### src/rtl/sar_vcm_ctrl.sv
module sar_vcm_ctrl #(
  parameter int NBITS      = 12,
  parameter int SAMPLE_CYC = 2,
  parameter int TRIM_W     = 6
) (
  input  logic              clk,
  input  logic              rst_n,
  input  logic              start_i,
  input  logic              cmp_i,
  input  logic [TRIM_W-1:0] trim_i,
  output logic              sample_o,
  output logic [NBITS-1:0]  p_hi_o,
  output logic [NBITS-1:0]  p_lo_o,
  output logic [NBITS-1:0]  p_cm_o,
  output logic [NBITS-1:0]  n_hi_o,
  output logic [NBITS-1:0]  n_lo_o,
  output logic [NBITS-1:0]  n_cm_o,
  output logic [NBITS-1:0]  data_o,
  output logic              eoc_o
);

  localparam int CNT_MAX = (NBITS > SAMPLE_CYC) ? NBITS : SAMPLE_CYC;
  localparam int BW      = $clog2(CNT_MAX);
  localparam int DW      = NBITS + 2;

  typedef enum logic [1:0] {S_IDLE, S_SAMP, S_CONV} state_t;

  state_t              st;
  logic [BW-1:0]       cnt;
  logic [NBITS-1:0]    bits;
  logic [NBITS-1:0]    moved;
  logic [TRIM_W-1:0]   trim_q;

  logic                last_dec;
  logic                accept;
  logic [NBITS-1:0]    raw_fin;
  logic signed [DW-1:0] diff;
  logic [NBITS-1:0]    sat_code;

  assign last_dec = (st == S_CONV) && (cnt == '0);
  assign accept   = start_i && ((st == S_IDLE) || last_dec);
  assign raw_fin  = {bits[NBITS-1:1], cmp_i};

  assign diff = $signed({2'b00, raw_fin})
              - $signed({{(DW-TRIM_W){trim_q[TRIM_W-1]}}, trim_q});

  always_comb begin
    if (diff[DW-1])
      sat_code = '0;
    else if (diff[DW-2])
      sat_code = '1;
    else
      sat_code = diff[NBITS-1:0];
  end

  always_ff @(posedge clk or negedge rst_n) begin
    if (!rst_n) begin
      st     <= S_IDLE;
      cnt    <= '0;
      bits   <= '0;
      moved  <= '0;
      trim_q <= '0;
      data_o <= '0;
      eoc_o  <= 1'b0;
    end else begin
      eoc_o <= 1'b0;
      if (last_dec) begin
        eoc_o  <= 1'b1;
        data_o <= sat_code;
      end
      if (accept) begin
        st     <= S_SAMP;
        cnt    <= '0;
        bits   <= '0;
        moved  <= '0;
        trim_q <= trim_i;
      end else begin
        unique case (st)
          S_SAMP: begin
            if (cnt == BW'(SAMPLE_CYC-1)) begin
              st  <= S_CONV;
              cnt <= BW'(NBITS-1);
            end else begin
              cnt <= cnt + 1'b1;
            end
          end
          S_CONV: begin
            if (cnt == '0) begin
              st    <= S_IDLE;
              bits  <= '0;
              moved <= '0;
            end else begin
              bits[cnt]  <= cmp_i;
              moved[cnt] <= 1'b1;
              cnt        <= cnt - 1'b1;
            end
          end
          default: ;
        endcase
      end
    end
  end

  assign sample_o = (st == S_SAMP);

  for (genvar k = 0; k < NBITS; k++) begin : g_sw
    assign p_cm_o[k] = ~moved[k];
    assign p_lo_o[k] =  moved[k] &  bits[k];
    assign p_hi_o[k] =  moved[k] & ~bits[k];
    assign n_cm_o[k] = ~moved[k];
    assign n_hi_o[k] =  moved[k] &  bits[k];
    assign n_lo_o[k] =  moved[k] & ~bits[k];
  end

endmodule

### config.mk
export PLATFORM = sky130hd
export DESIGN_NAME = sar_vcm_ctrl
export DESIGN_NICKNAME = d
export VERILOG_FILES = /design/src/rtl/sar_vcm_ctrl.sv
export SDC_FILE = /design/constraint.sdc
export NUM_CORES = 1
export LEC_CHECK = 0
export CORE_ASPECT_RATIO = 1.1
export CORE_MARGIN = 2
export CORE_UTILIZATION = 49
export DETAILED_ROUTE_END_ITERATION = 8
export PLACE_DENSITY = 0.85
export SYNTH_ARGS = -nofsm -noshare
export SYNTH_HDL_FRONTEND = slang
export SYNTH_SLANG_ARGS = --single-unit
export TNS_END_PERCENT = 30
### constraint.sdc
create_clock -name clk -period 3.25 [get_ports clk]
set_input_delay 0.65 -clock clk [delete_from_list [all_inputs] [get_ports clk]]
set_output_delay 0.65 -clock clk [all_outputs]
set_load 0.005 [all_outputs]
After elaboration in Yosys (flattened, before gate mapping)
Index checks and enable logic that the tools add are counted.
{"block": "word_totals", "inputBits": 10, "reg_bits": 49, "wordCells": 97}
{"block": "op_classes", "n_bitwise": 49, "n_mux": 20, "n_eq_ne": 6, "n_reduce_logical": 10, "n_lt_le_gt_ge": 2, "n_addsub": 3}
{"operator": "12-bit 2-to-1 mux", "n": 8}
{"operator": "1-bit AND", "n": 24}
{"operator": "1-bit NOT", "n": 24}
{"operator": "13-bit by 6-bit subtractor with 14-bit output", "n": 1}
{"operator": "12-bit bitwise mux", "n": 1}
{"operator": "4-bit 2-to-1 mux", "n": 3}
{"operator": "12-bit OR", "n": 1}
{"operator": "4-bit one-hot mux with 2 select lines", "n": 1}
{"operator": "2-bit 2-to-1 mux", "n": 3}
{"operator": "4-bit by 5-bit less-than comparator with 1-bit output (second input constant)", "n": 1}
{"operator": "4-bit by 1-bit adder with 4-bit output (second input constant)", "n": 1}
{"operator": "1-bit demux with 4-bit select", "n": 1}
{"operator": "4-bit by 1-bit equality test with 1-bit output (second input constant)", "n": 1}
{"operator": "4-bit by 1-bit >= comparator with 1-bit output (second input constant)", "n": 1}
{"operator": "4-bit logical NOT", "n": 1}
{"operator": "2-bit one-hot mux with 2 select lines", "n": 1}
{"operator": "4-bit by 1-bit subtractor with 4-bit output (second input constant)", "n": 1}
{"operator": "1-bit logical AND", "n": 3}
{"operator": "3-bit by 1-bit inequality test with 1-bit output (second input constant)", "n": 1}
{"operator": "3-bit by 2-bit inequality test with 1-bit output (second input constant)", "n": 1}
{"operator": "3-bit inequality test (second input constant)", "n": 1}
{"operator": "3-bit AND reduction", "n": 1}
{"operator": "3-bit nonzero test", "n": 1}
{"operator": "2-bit by 1-bit equality test with 1-bit output (second input constant)", "n": 1}
{"operator": "other kinds (6)", "n": 7}

Longest topological paths before layout
Gate-level depths: netlist (run 1).
{"block": "depth", "word_depth": 8, "mapped_depth": 10, "depth_no_buf": 9}

Worst setup path after synthesis (run 1)
OpenSTA, ideal clock, no wires.
{"block": "synth_timing", "path_type": "input -> register", "start": "input port cmp_i", "end": "register data_o[8]", "slack_ns": 0.707, "required_time_ns": 3.126, "stages": 10, "arrival_ns": 2.419, "path_cell_list": "inv_1 ha_1 fa_1 nand2b_1 a21oi_1 o31ai_1 and3_1 buf_2 a211oi_1 o31ai_2"}
{"block": "synth_via", "elab_chain_len": 3}
{"item": "start: declaration", "line_no": "9", "rtl": "input logic cmp_i,"}
{"item": "13-bit by 6-bit subtractor with 14-bit output (*)", "line_no": "45", "rtl": "- $signed({{(DW-TRIM_W){trim_q[TRIM_W-1]}}, trim_q});"}
{"item": "12-bit 2-to-1 mux", "line_no": "50", "rtl": "else if (diff[DW-2])"}
{"item": "12-bit 2-to-1 mux (*)", "line_no": "48", "rtl": "if (diff[DW-1])"}
{"item": "end signal: assignment", "line_no": "69", "rtl": "data_o <= sat_code;"}
{"item": "end: declaration", "line_no": "18", "rtl": "output logic [NBITS-1:0] data_o,"}
Every way passes the cells marked *; elsewhere a longest branch is shown, timed or not.
A chain may end at the register's enable or synchronous reset.

Worst setup path after layout (run 1)
{"block": "layout_timing", "start": "input port cmp_i", "end": "register data_o[5]"}
Same word-level chain as after synthesis.

==> results of run 1 <==
==> how the worst max path moves through the flow <==
stage,cells past startpoint,to,start
4_1_cts,10,data_o[3]$_DFFE_PN0P_,cmp_i
2_1_floorplan,10,data_o[8]$_DFFE_PN0P_,cmp_i
3_5_place_dp,10,data_o[3]$_DFFE_PN0P_,cmp_i
3_3_place_gp,10,data_o[8]$_DFFE_PN0P_,cmp_i
5_1_grt,10,data_o[3]$_DFFE_PN0P_,cmp_i
6_report,10,data_o[5]$_DFFE_PN0P_,cmp_i
==> sequential cells by signal, indices dropped and copies added (netlist names) <==
register	cells
eoc_o	1
st	2
cnt	4
bits	12
data_o	12
moved	12
trim_q	6
==> logic make-up after synthesis <==
kind of cell,Yosys count,share of synthesized area
and+or+nand+nor,159,0.219
AOI/OAI and AO/OA,95,0.184
buffers and inverters,82,0.143
DFF,49,0.354
adders and majority gates,19,0.0708
xor gates and xnor gates,8,0.0202
muxes,3,0.00867
==> area by class of cell <==
cell class | count | area, um^2 | share of cell area
clock buffers | 6 | 82.6 | 0.0194
clock inverters | 1 | 7.51 | 0.00176
inverters | 26 | 97.6 | 0.0229
multi-input cells | 284 | 1740 | 0.408
flip-flops and latches | 49 | 1230 | 0.287
well taps | 85 | 106 | 0.0249
repair buffers | 103 | 1010 | 0.236
==> critical path: stages <==
cell,delay [ns]
clkdlybuf4s50_1,0.47
inv_1,0.06
ha_1,0.22
fa_1,0.40
nand2b_1,0.19
a21oi_1,0.19
o31ai_1,0.14
and3_1,0.31
o31ai_1,0.31
o21ai_0,0.11
==> cell usage after synthesis, types with 3 or more instances <==
master	number
clkbuf_1	9
xnor2_1	7
nand3_1	23
nor3_1	9
o31ai_1	8
buf_2	5
buf_4	37
dfrtp_1	49
a211oi_1	4
ha_1	18
and3_1	3
o21ai_0	29
a21oi_1	22
nand2_1	52
nor2b_1	11
mux2i_1	3
o211ai_1	5
a221oi_1	3
nor2_1	33
inv_1	26
and2_1	12
buf_6	3
o31ai_2	4
nand2b_1	3
==> layer usage <==
layer / up-vias / part of all wire / global-route usage
met2: 119 / 0.50 / 0.376
li1: 1485 / - / -
met4: 0 / 0.021 / 0.0780
met5: - / 0 / 0
met1: 1474 / 0.42 / 0.267
met3: 16 / 0.058 / 0.0279
==> power by group through the flow <==
stage               Combinational (mW)  Clock (mW)  Sequential [mW]
floorplan                         1.68           0            0.985
global placement                  2.23           0             1.04
detailed placement                2.32           0             1.06
CTS                               2.34       0.382             1.05
global route                      2.58       0.407             1.09
finish                            2.34       0.375             1.05
==> through the flow <==
step	hold slack (ns)	std cells	area [um^2]
after detailed placement	0.471	547	4180
after global placement	0.463	547	4180
after CTS	0.491	554	4270
after floorplan	0.354	415	3460
after global routing	0.519	554	4270
final	0.483	554	4270
==> results.yml, run 1 <==
timing:
  setup_viol_count_final: 0
  skew_ns: 0.00821
  timing.final.crit_share: 0.875
  hold_violations: 0
  fmax_mhz: 352
  tightest_slew_ns: 1.05
  final_critical_path_setup_slack_ns: 0.406
  max-slew-margin-rel: 0.299
  timing.final.crit_period_ns: 2.84
  report.final.slew_viol_count: 0
  setup_tns_after_final_layout_ns: 0
  setup_repair_after_global_routing_missed_its_margin: "no"
clock_network:
  clock_tree.root_cell: "clkbuf_8"
  clkLatencyLatePin_ns: 0.31
  cts_inserted_buffers: 5
  postCtsResizedCells: 0
  cts-hold-fix-buffers: 0
  post_cts_buffers: 0
  cts.sinks: 49
  tritoncts_clock_tree: "done"
  cts.htree.levels: 2
  largest_buffer_count_on_any_clock_path: 2
  clk_transition_reported_paths_ns: 0.08
detailed_routing:
  viasPerCell: 5.58
  detailedRoute.firstPassIterationCount: 7
  routedWlPerCell_um: 14.8
  drtAntennaViolNets: 0
  final_wirelength_mm: 8.22
  num_vias: 3094
  drc: 0
  drt_iter0_drc: 202
power:
  finalPower_mw: 3.76
  power.sequential.fraction: 0.279
  leakagePower_nw: 1.85
  switchingPower_mw: 1.64
  p_int_mw: 2.12
  cellPowerDensity_nw_per_um2: 882
  share_comb_of_total_power: 0.621
  vdd.ir_drop.worst_mv: 0.512
  power.share.clock: 0.100
  netSwitchingFraction: 0.437
hold_path:
  hold_path_class: "reg -> reg"
  end_point_of_the_worst_hold_path: "data_o[10]$_DFFE_PN0P_"
  worst_hold_startpoint: "data_o[10]$_DFFE_PN0P_"
  holdPathStages: 2
layout:
  design.final.nets: 498
  antenna_cells_inserted: 0
  areaGrowthSynthToFinish_pct: 23.2
  layout.filler_cells: 601
  most-common-layout-cells: "94 x clkdlybuf4s50_1, 52 x nand2_1, 49 x dfrtp_1"
  mostFrequentLayoutCell: "clkdlybuf4s50_1"
  fraction_of_final_layout_cells_with_drive_strength_greater_than_1: 0.0640
  layout.core_utilization: 0.616
global_route:
  global_route.overflow_total: 0
  grt_pass1_vias: 2947
  initial_antenna_violation_count: 0
  globalRouteTotalUtil: 0.214
  grt_start_max_net_pins: 50
  wire_length_of_the_first_global_routing_pass_mm: 13.6
yosys:
  synth_area_per_cell_um2: 8.34
  seq_area_frac_synth: 0.354
  ys_ff_latch: 49
  synth_ff_type: "dfrtp_1"
  syn_inst_count: 415
  synth_area_leader_cell: "dfrtp_1"
  yosys.cell_types.count: 50
  synth.area.top_cells: "dfrtp_1 35%, buf_4 8.0%, ha_1 6.5%"
  syn-cell-area_um2: 3460
  synth_edf_count: 0
  postSynth.asyncResetShare: 1.00
  syn-num-nets: 444
  synthesis.yosys.warnings: 0
  yosysTopAreaCellShare: 0.354
floorplanning:
  row_count: 32
  core-area_um2: 6930
  ioPinCount: 96
  die-height_um: 92.2
  initial_utilization: 0.500
  design.die.area_um2: 7750
  die_x_um: 84.1
run:
  cap_viol_max_count: 0
place:
  place.port_buffers: 95
  routabilityCongestion: 0.794
  place_ws_ns: 0.0924
  post-dp-hpwl_mm: 6.11
worst_setup_path:
  worst-r2r-cell-count: 9
  path_max_fanout: 11
  worstReg2RegStart: "trim_q[5]$_DFFE_PN0N_"
  startpoint_type: "input pin"
  setup.worst_path.end_class: "flop"
  worst_ep_required_time_ns: 3.44
  worst_r2r_endpoint: "data_o[8]$_DFFE_PN0P_"
  reg2reg_setup_slack_ns: 0.64
  criticalPathCategory: "in -> reg"
  crit_path_arrival_time_ns: 3.03
outcome:
  status: "finished, final reports clean"
Power figures use the tool's default switching activity.
==> run 2, diff against run 1 <==
--- a/config.mk
+++ b/config.mk
@@ -10,6 +10,7 @@
 export CORE_UTILIZATION = 49
 export DETAILED_ROUTE_END_ITERATION = 8
 export PLACE_DENSITY = 0.85
+export SKIP_LAST_GASP = 1
 export SYNTH_ARGS = -nofsm -noshare
 export SYNTH_HDL_FRONTEND = slang
 export SYNTH_SLANG_ARGS = --single-unit
==> results of run 2 <==
Same layout as run 1: the final DEF is identical, and so are final timing and power.
